<file path="src/rtl/intgate_classify.sv">
module intgate_classify (
  input  logic        clk,
  input  logic        rst_n,
  input  logic        req_valid,
  input  logic        pe,
  input  logic        vm,
  input  logic [1:0]  iopl,
  input  logic [1:0]  cpl,
  input  logic        sw_int,
  input  logic        brk1,
  input  logic        ext,
  input  logic [7:0]  vector,
  input  logic [15:0] idt_limit,
  input  logic [1:0]  gate_kind,
  input  logic [1:0]  gate_dpl,
  input  logic        gate_present,
  input  logic [15:0] code_sel,
  input  logic        code_is_code,
  input  logic        code_conf,
  input  logic [1:0]  code_dpl,
  input  logic        code_present,
  output logic        out_valid,
  output logic [2:0]  out_class,
  output logic [15:0] err_code
);

  localparam logic [2:0] C_REAL = 3'd0, C_TASK = 3'd1, C_INTRA = 3'd2,
                         C_INTER = 3'd3, C_V86 = 3'd4, C_GP = 3'd5, C_NP = 3'd6;
  localparam logic [1:0] G_BAD = 2'b00, G_TASK = 2'b01;

  logic [15:0] gate_err, sel_err, real_top, prot_top;
  logic [2:0]  cls_n;
  logic [15:0] err_n;

  assign gate_err = {5'd0, vector, 1'b0, 1'b1, ext};
  assign sel_err  = {code_sel[15:2], 1'b0, ext};
  assign real_top = {6'd0, vector, 2'b11};
  assign prot_top = {5'd0, vector, 3'b111};

  always_comb begin
    cls_n = C_GP;
    err_n = 16'd0;
    if (!pe) begin
      if (real_top <= idt_limit) cls_n = C_REAL;
    end else if (vm && iopl != 2'd3 && sw_int && !brk1) begin
      cls_n = C_GP;
    end else if (prot_top > idt_limit || gate_kind == G_BAD) begin
      err_n = gate_err;
    end else if (sw_int && gate_dpl < cpl) begin
      err_n = gate_err;
    end else if (!gate_present) begin
      cls_n = C_NP;
      err_n = gate_err;
    end else if (gate_kind == G_TASK) begin
      cls_n = C_TASK;
    end else if (code_sel[15:2] == 14'd0) begin
      err_n = {15'd0, ext};
    end else if (!code_is_code || code_dpl > cpl) begin
      err_n = sel_err;
    end else if (!code_present) begin
      cls_n = C_NP;
      err_n = sel_err;
    end else if (!code_conf && code_dpl < cpl) begin
      if (!vm)                  cls_n = C_INTER;
      else if (code_dpl == 2'd0) cls_n = C_V86;
      else                       err_n = sel_err;
    end else if (!vm) begin
      cls_n = C_INTRA;
    end else begin
      err_n = sel_err;
    end
  end

  always_ff @(posedge clk) begin
    if (!rst_n) begin
      out_valid <= 1'b0;
      out_class <= C_REAL;
      err_code  <= 16'd0;
    end else begin
      out_valid <= req_valid;
      if (req_valid) begin
        out_class <= cls_n;
        err_code  <= err_n;
      end
    end
  end


  valid_follow_chk: assert property (@(posedge clk) disable iff (!rst_n)
    req_valid |=> out_valid);

  valid_drop_chk: assert property (@(posedge clk) disable iff (!rst_n)
    !req_valid |=> !out_valid);

  dispatch_zero_err_chk: assert property (@(posedge clk) disable iff (!rst_n)
    (out_valid && out_class <= C_V86) |-> err_code == 16'd0);

  real_class_chk: assert property (@(posedge clk) disable iff (!rst_n)
    (req_valid && !pe) |=> (out_class == C_REAL || out_class == C_GP));

  iopl_first_chk: assert property (@(posedge clk) disable iff (!rst_n)
    (req_valid && pe && vm && iopl != 2'd3 && sw_int && !brk1)
      |=> (out_class == C_GP && err_code == 16'd0));

  v86_origin_chk: assert property (@(posedge clk) disable iff (!rst_n)
    (req_valid && !vm) |=> out_class != C_V86);

  hold_chk: assert property (@(posedge clk) disable iff (!rst_n)
    !req_valid |=> ($stable(out_class) && $stable(err_code)));

endmodule

</file>
<file path="config.mk">
export PLATFORM = sky130hd
export DESIGN_NAME = intgate_classify
export DESIGN_NICKNAME = d
export VERILOG_FILES = /design/src/rtl/intgate_classify.sv
export SDC_FILE = /design/constraint.sdc
export NUM_CORES = 1
export LEC_CHECK = 0
export BUFFER_PORTS_ARGS = -buffer_cell sky130_fd_sc_hd__buf_2
export CORE_MARGIN = 1
export CORE_UTILIZATION = 41
export DETAILED_ROUTE_END_ITERATION = 7
export GPL_TIMING_DRIVEN = 0
export PLACE_DENSITY = 0.75
export SLEW_MARGIN = 40
export SYNTH_ARGS = -nofsm -noshare
export SYNTH_HDL_FRONTEND = slang
export SYNTH_SLANG_ARGS = --single-unit
</file>
<file path="constraint.sdc">
create_clock -name clk -period 2 [get_ports clk]
set_input_delay 0.4 -clock clk [delete_from_list [all_inputs] [get_ports clk]]
set_output_delay 0.4 -clock clk [all_outputs]
set_load 0.03 [all_outputs]
</file>
==> results.md, run 1 <==
- Status: finished clean
- Startpoint types: input pin
- Max Freq: 520 MHz
- Final setup margin: 76.1 ps
- Pleak: 1.03 nW
- Synth cell types: 51
- HP Class: input pin to flop
- Total track usage: 21.6%
- Layout Skew: 0 ps
- Area growth, synth to finish: 34.8%
- Vias per inst: 5.56
- Dominant synthesized flop cell: dfxtp_1
- Setup violators final: 0
- Starting Density: 42.8%
- RSZ-0062 raised after global routing: false
- Top-area cell type share of the netlist area: 25.4%
- Slew Viols, Final: 0
- Peak supply drop: 421 uV
- Input/output buffers: 77
- Vias in the first global route: 1608
- Synth Instances: 183
- Nets@finish: 346
- Pre-CTS setup slack: -216 ps
- Async S/R FF share, synth: 0%
- Post-route cell area: 2130 um^2
- Placed Instance Area: 2020 um^2
- Synthesis-stage register bit count: 20
- Period utilization: 96.2%
- Clk_lat worst skew: 260 ps
- Fin crit period: 1920 ps
- Power Density: 550 nW/um^2
- Global-route wire length before repair: 7.08 mm
- Clk buf depth: 2
- Final wirelength: 4.29 mm
- Half-perimeter wire length after placement: 3.51 mm
- CP Capture Type: flop
- Antenna violations before repair: 0
- DRC violations left: 0
- Layout cells sized above 1: 39.4%
- CTS tree: built
- Die Wd: 64.0 um
- Cell taking the most area after synthesis: dfxtp_1
- Synth area leaders: dfxtp_1, ha_1, a32o_1
- Grt ovf: 0
- Num CTS Buffers: 3
- DRT iter0 DRCs: 69
- Final hold vios: 0
- Clock transition at path regs: 70 ps
- EDFF count, synth: 0
- Number of H-tree levels: 1
- Ports: 82
- Crit path DAT: 2080 ps
- Sequential share of the synthesized area: 25.4%
- Least-Margin Pin Slew: 646 ps
- Fill cells: 361
- Final ANT Viol Nets: 0
- Critical path class: input pin to flop
- Wirelength per Cell: 13.7 um
- ANT cells: 0
- Yosys warns: 0
- GPL Wtd Cong: 0.888
- Root Buffer: clkbuf_8
- Syn nets: 264
- Crit-path max FO: 7
- Cell Rows: 22
- Pre-Repair DR Iteration Count: 4
- Slew headroom: 56.8%
- DIE HEIGHT: 64.0 um
- Critical Path RT: 2150 ps
- Largest net degree at the start of global routing: 13
- Avg Inst Size Synth: 8.62 um^2
- Max cap viols: 0
- Die Area: 4100 um^2
- Core Area: 3690 um^2
- Synth Cell Area: 1580 um^2
- Clock sinks: 20
- Vias: 1735
==> critical path, cell delays in order <==
cell and delay, ps:
buf_2 130, ha_1 320, a21oi_1 130, o221ai_1 150, a21oi_2 240, o221ai_4 180, o21ba_4 240, a221o_1 280
==> per-layer routing <==
metal / wire length [um] / GRT usage, % / vias up
li1: - / - / 867
met3: 320 / 5.36 / 8
met4: 70 / 5.68 / 0
met5: 0 / 0 / -
met1: 1920 / 28.8 / 793
met2: 1980 / 34.4 / 67
==> cell usage after synthesis, types with 2 or more instances <==
cell type / number
and2_2: 3
nor2_1: 13
and2_1: 2
o21a_1: 2
a21oi_1: 9
a222oi_1: 3
ha_1: 19
nor2b_1: 3
nand2b_1: 3
nor4_1: 5
nor3_1: 2
dfxtp_1: 20
inv_1: 13
buf_6: 3
a221o_1: 2
nand2_2: 2
nand4_1: 7
a31oi_1: 6
o22ai_1: 8
nand3_1: 5
a32o_1: 6
nand2_1: 14
clkinv_1: 2
a22o_1: 4
==> timing repair <==
action                                  4_1_cts  5_1_grt
gates resized for setup                       0        5
hold buffers                                  0        0
buffers inserted                              0        0
endpoints found under the setup margin        0        6
==> cells by family (layout without fill, tap and decap cells) <==
logic type               count (synthesis)  count (layout)  share of synthesized area [%]
AND/OR/NAND/NOR                         67              67                           23.2
flip-flops                              20              20                           25.4
buffers and inverters                   20             101                           6.58
adder cells (fa/ha/maj)                 19              19                           15.1
AO/OA/AOI/OAI                           57              57                           29.7
==> layout make-up <==
type	count	area, um^2	share of cell area, %
Sequential cell	20	400	18.8
Clock buffer	3	41.3	1.94
Timing Repair Buffer	77	385	18.1
Buffer	5	47.5	2.24
Multi-Input combinational cell	143	1110	52.0
Inverter	15	56.3	2.65
Clock inverter	1	30.0	1.41
Tap cell	48	60.1	2.82
==> where the power goes <==
part,internal (mW),total (mW),switching [mW]
clock,0.267,0.408,0.140
combinational,0.147,0.340,0.194
sequential,0.414,0.423,0.00813
==> metrics by stage <==
| step | utilization, % | std cells | total power [mW] | setup TNS [ps] | hold WS, ps |
|---|---|---|---|---|---|
| 6_report | 57.7 | 312 | 1.17 | 0 | 377 |
| 3_3_place_gp | 54.9 | 308 | 0.757 | -2320 | 431 |
| 5_1_grt | 57.7 | 312 | 1.24 | 0 | 373 |
| 2_1_floorplan | - | 183 | 0.631 | 0 | 538 |
| 3_5_place_dp | 54.9 | 308 | 0.763 | -2690 | 438 |
| 4_1_cts | 56.8 | 312 | 1.17 | 0 | 380 |
==> state kept, by name (all words and copies together) (netlist names) <==
register and count:
err_code 16, out_class 3, out_valid 1
==> layout by cell type, fill, tap and decap left out, types with 2 or more instances in the layout <==
| cell | instances |
|---|---|
| a21oi_1 | 8 |
| a21oi_2 | 2 |
| a221o_1 | 2 |
| a222oi_1 | 3 |
| a22o_1 | 4 |
| a31oi_1 | 6 |
| a32o_1 | 6 |
| and2_1 | 2 |
| and2_2 | 3 |
| buf_2 | 78 |
| buf_6 | 3 |
| clkbuf_8 | 3 |
| clkinv_1 | 2 |
| dfxtp_1 | 20 |
| ha_1 | 18 |
| inv_1 | 13 |
| nand2_1 | 14 |
| nand2_2 | 2 |
| nand2b_1 | 3 |
| nand3_1 | 5 |
| nand4_1 | 7 |
| nor2_1 | 12 |
| nor2_2 | 2 |
| nor2b_1 | 3 |
| nor3_1 | 2 |
| nor4_1 | 5 |
| o21a_1 | 2 |
| o22ai_1 | 8 |
==> path summary, 6_finish.rpt <==
path / from / end / slack [ps] / cells after the start
worst max-delay path: vector[4] / err_code[0]$_SDFFE_PN0P_ / 80 / 8
worst min-delay path: ext / err_code[0]$_SDFFE_PN0P_ / 380 / 2
worst max register to register: err_code[4]$_SDFFE_PN0P_ / err_code[4]$_SDFFE_PN0P_ / 1090 / 3
worst min register to register: err_code[1]$_SDFFE_PN0P_ / err_code[1]$_SDFFE_PN0P_ / 450 / 1
Note: power is estimated with default switching activity, not from simulation.
==> inputs of run 2 (changes only) <==
--- a/config.mk
+++ b/config.mk
@@ -10,7 +10,7 @@
 export CORE_UTILIZATION = 41
 export DETAILED_ROUTE_END_ITERATION = 7
 export GPL_TIMING_DRIVEN = 0
-export PLACE_DENSITY = 0.75
+export PLACE_DENSITY = 0.77
 export SLEW_MARGIN = 40
 export SYNTH_ARGS = -nofsm -noshare
 export SYNTH_HDL_FRONTEND = slang
==> results.md, run 2 (synthesized netlist as in run 1, its figures left out) <==
- Pleak: 1.03 nW
- Largest register by flop count: err_code
- Fin crit period: 1920 ps
- Multi-input logic area: 1090 um^2
- Wire length on met3: 366 um
- Antenna violations before repair: 0
- Clock sinks: 20
- Max cap viols: 0
- DR top layer: met4
- Vias: 1745
- Power Density: 555 nW/um^2
- ANT cells: 0
- Nets@finish: 346
- Vias in the first global route: 1568
- DIE HEIGHT: 64.0 um
- Post-CTS Setup Repair Bufs: 0
- Met2 routed WL: 2.08 mm
- Clock transition at path regs: 80 ps
- Final hold vios: 0
- Total track usage: 21.5%
- CP Capture Type: flop
- Fin Hold WS: 373 ps
- Critical Path RT: 2160 ps
- Commonest non-fill, non-tap cell in the layout: buf_2
- Cell-internal power: 828 uW
- Setup_tns: 0 ps
- Clk buf depth: 2
- CTS tree: built
- Fill cells: 360
- Crit path DAT: 2080 ps
- # resized after CTS: 0
- Ports: 82
- Die Wd: 64.0 um
- Core Util, Final: 57.4%
- Final wirelength: 4.44 mm
- Vias per inst: 5.59
- Largest regs: err_code: 16 flops, out_class: 3 flops, out_valid: 1 flops
- DRC violations left: 0
- RSZ-0062 raised after global routing: true
- Slew headroom: 54.4%
- Cell Rows: 22
- Commonest cells after routing, fill and taps aside: buf_2, dfxtp_1, ha_1
- Pre-Repair DR Iteration Count: 4
- Crit-path max FO: 7
- Root Buffer: clkbuf_8
- Layout Skew: 0 ps
- Area growth, synth to finish: 34.2%
- Global-route wire length before repair: 7.02 mm
- Max reg flops: 16
- Hold_buf cts: 0
- Number of H-tree levels: 1
- Least-Margin Pin Slew: 682 ps
- Period utilization: 96.1%
- Layout cells sized above 1: 39.4%
- Startpoint types: input pin
- Sw frac: 29.5%
- Comb power frac: 29.1%
- Register area: 400 um^2
- Worst Hold Path Cells: 2
- Setup violators final: 0
- Wirelength per Cell: 14.2 um
- Critical path class: input pin to flop
- Num CTS Buffers: 3
- Slew Viols, Final: 0
- Clk_lat worst skew: 260 ps
- Core Area: 3690 um^2
- P_sw: 347 uW
- FF-to-FF path depth: 3
- Input/output buffers: 77
- Peak supply drop: 477 uV
- HP Class: input pin to flop
- DRT iter0 DRCs: 60
- Final ANT Viol Nets: 0
- GPL Wtd Cong: 0.837
- Max Freq: 520 MHz
- Half-perimeter wire length after placement: 3.44 mm
- DRT met1 WL: 1.95 mm
- Largest net degree at the start of global routing: 13
- Grt ovf: 0
- Clock Power Share: 35.0%
- Reg power frac: 35.9%
- Die Area: 4100 um^2
- Starting Density: 42.8%
- Status: finished clean
[run 2: cell counts in the layout (fill, tap and decap cells not counted)]
No cell type changed its count.
[run 2: cell type report]
class / instances / area share (%)
clock inverters: 1 / 1.42
plain buffers: 5 / 2.36
flip-flops and latches: 20 / 18.9
well taps: 48 / 2.84
multi-input cells: 143 / 51.7
clock buffers: 3 / 1.95
inverters: 15 / 2.66
repair buffers: 77 / 18.2
[run 2: power groups by stage]
stage / logic, mW / clock network (mW) / registers (mW)
3_3_place_gp: 0.324 / 0 / 0.431
3_5_place_dp: 0.330 / 0 / 0.431
6_report: 0.342 / 0.411 / 0.422
2_1_floorplan: 0.167 / 0 / 0.464
4_1_cts: 0.333 / 0.408 / 0.422
5_1_grt: 0.381 / 0.432 / 0.424
[run 2: critical path: stages]
cell	delay, ps
buf_2	130
ha_1	310
a21oi_1	190
o221ai_2	140
a21oi_2	200
o221ai_4	170
o21ba_2	250
a221o_1	290
[run 2: path summary, 6_finish.rpt]
| check | slack, ps | end | start |
|---|---|---|---|
| setup / recovery | 80 | err_code[7]$_SDFFE_PN0P_ | vector[2] |
| setup reg to reg | 1080 | err_code[5]$_SDFFE_PN0P_ | err_code[5]$_SDFFE_PN0P_ |
| hold / removal | 370 | err_code[0]$_SDFFE_PN0P_ | ext |
| hold reg to reg | 450 | err_code[1]$_SDFFE_PN0P_ | err_code[1]$_SDFFE_PN0P_ |
[run 2: routing by layer]
metal	global-route usage, %	up-vias
met4	3.98	0
met3	6.07	8
met5	0	-
met1	27.6	793
met2	35.6	71
li1	-	873
[run 2: stage by stage]
step / instance area [um^2] / setup WS, ps / instances / total power [mW]
floorplan: 1580 / 43.3 / 183 / 0.631
global placement: 2020 / -194 / 308 / 0.755
detailed placement: 2020 / -224 / 308 / 0.761
CTS: 2090 / 31.7 / 312 / 1.16
global route: 2120 / -28.8 / 312 / 1.24
finish: 2120 / 77.4 / 312 / 1.18
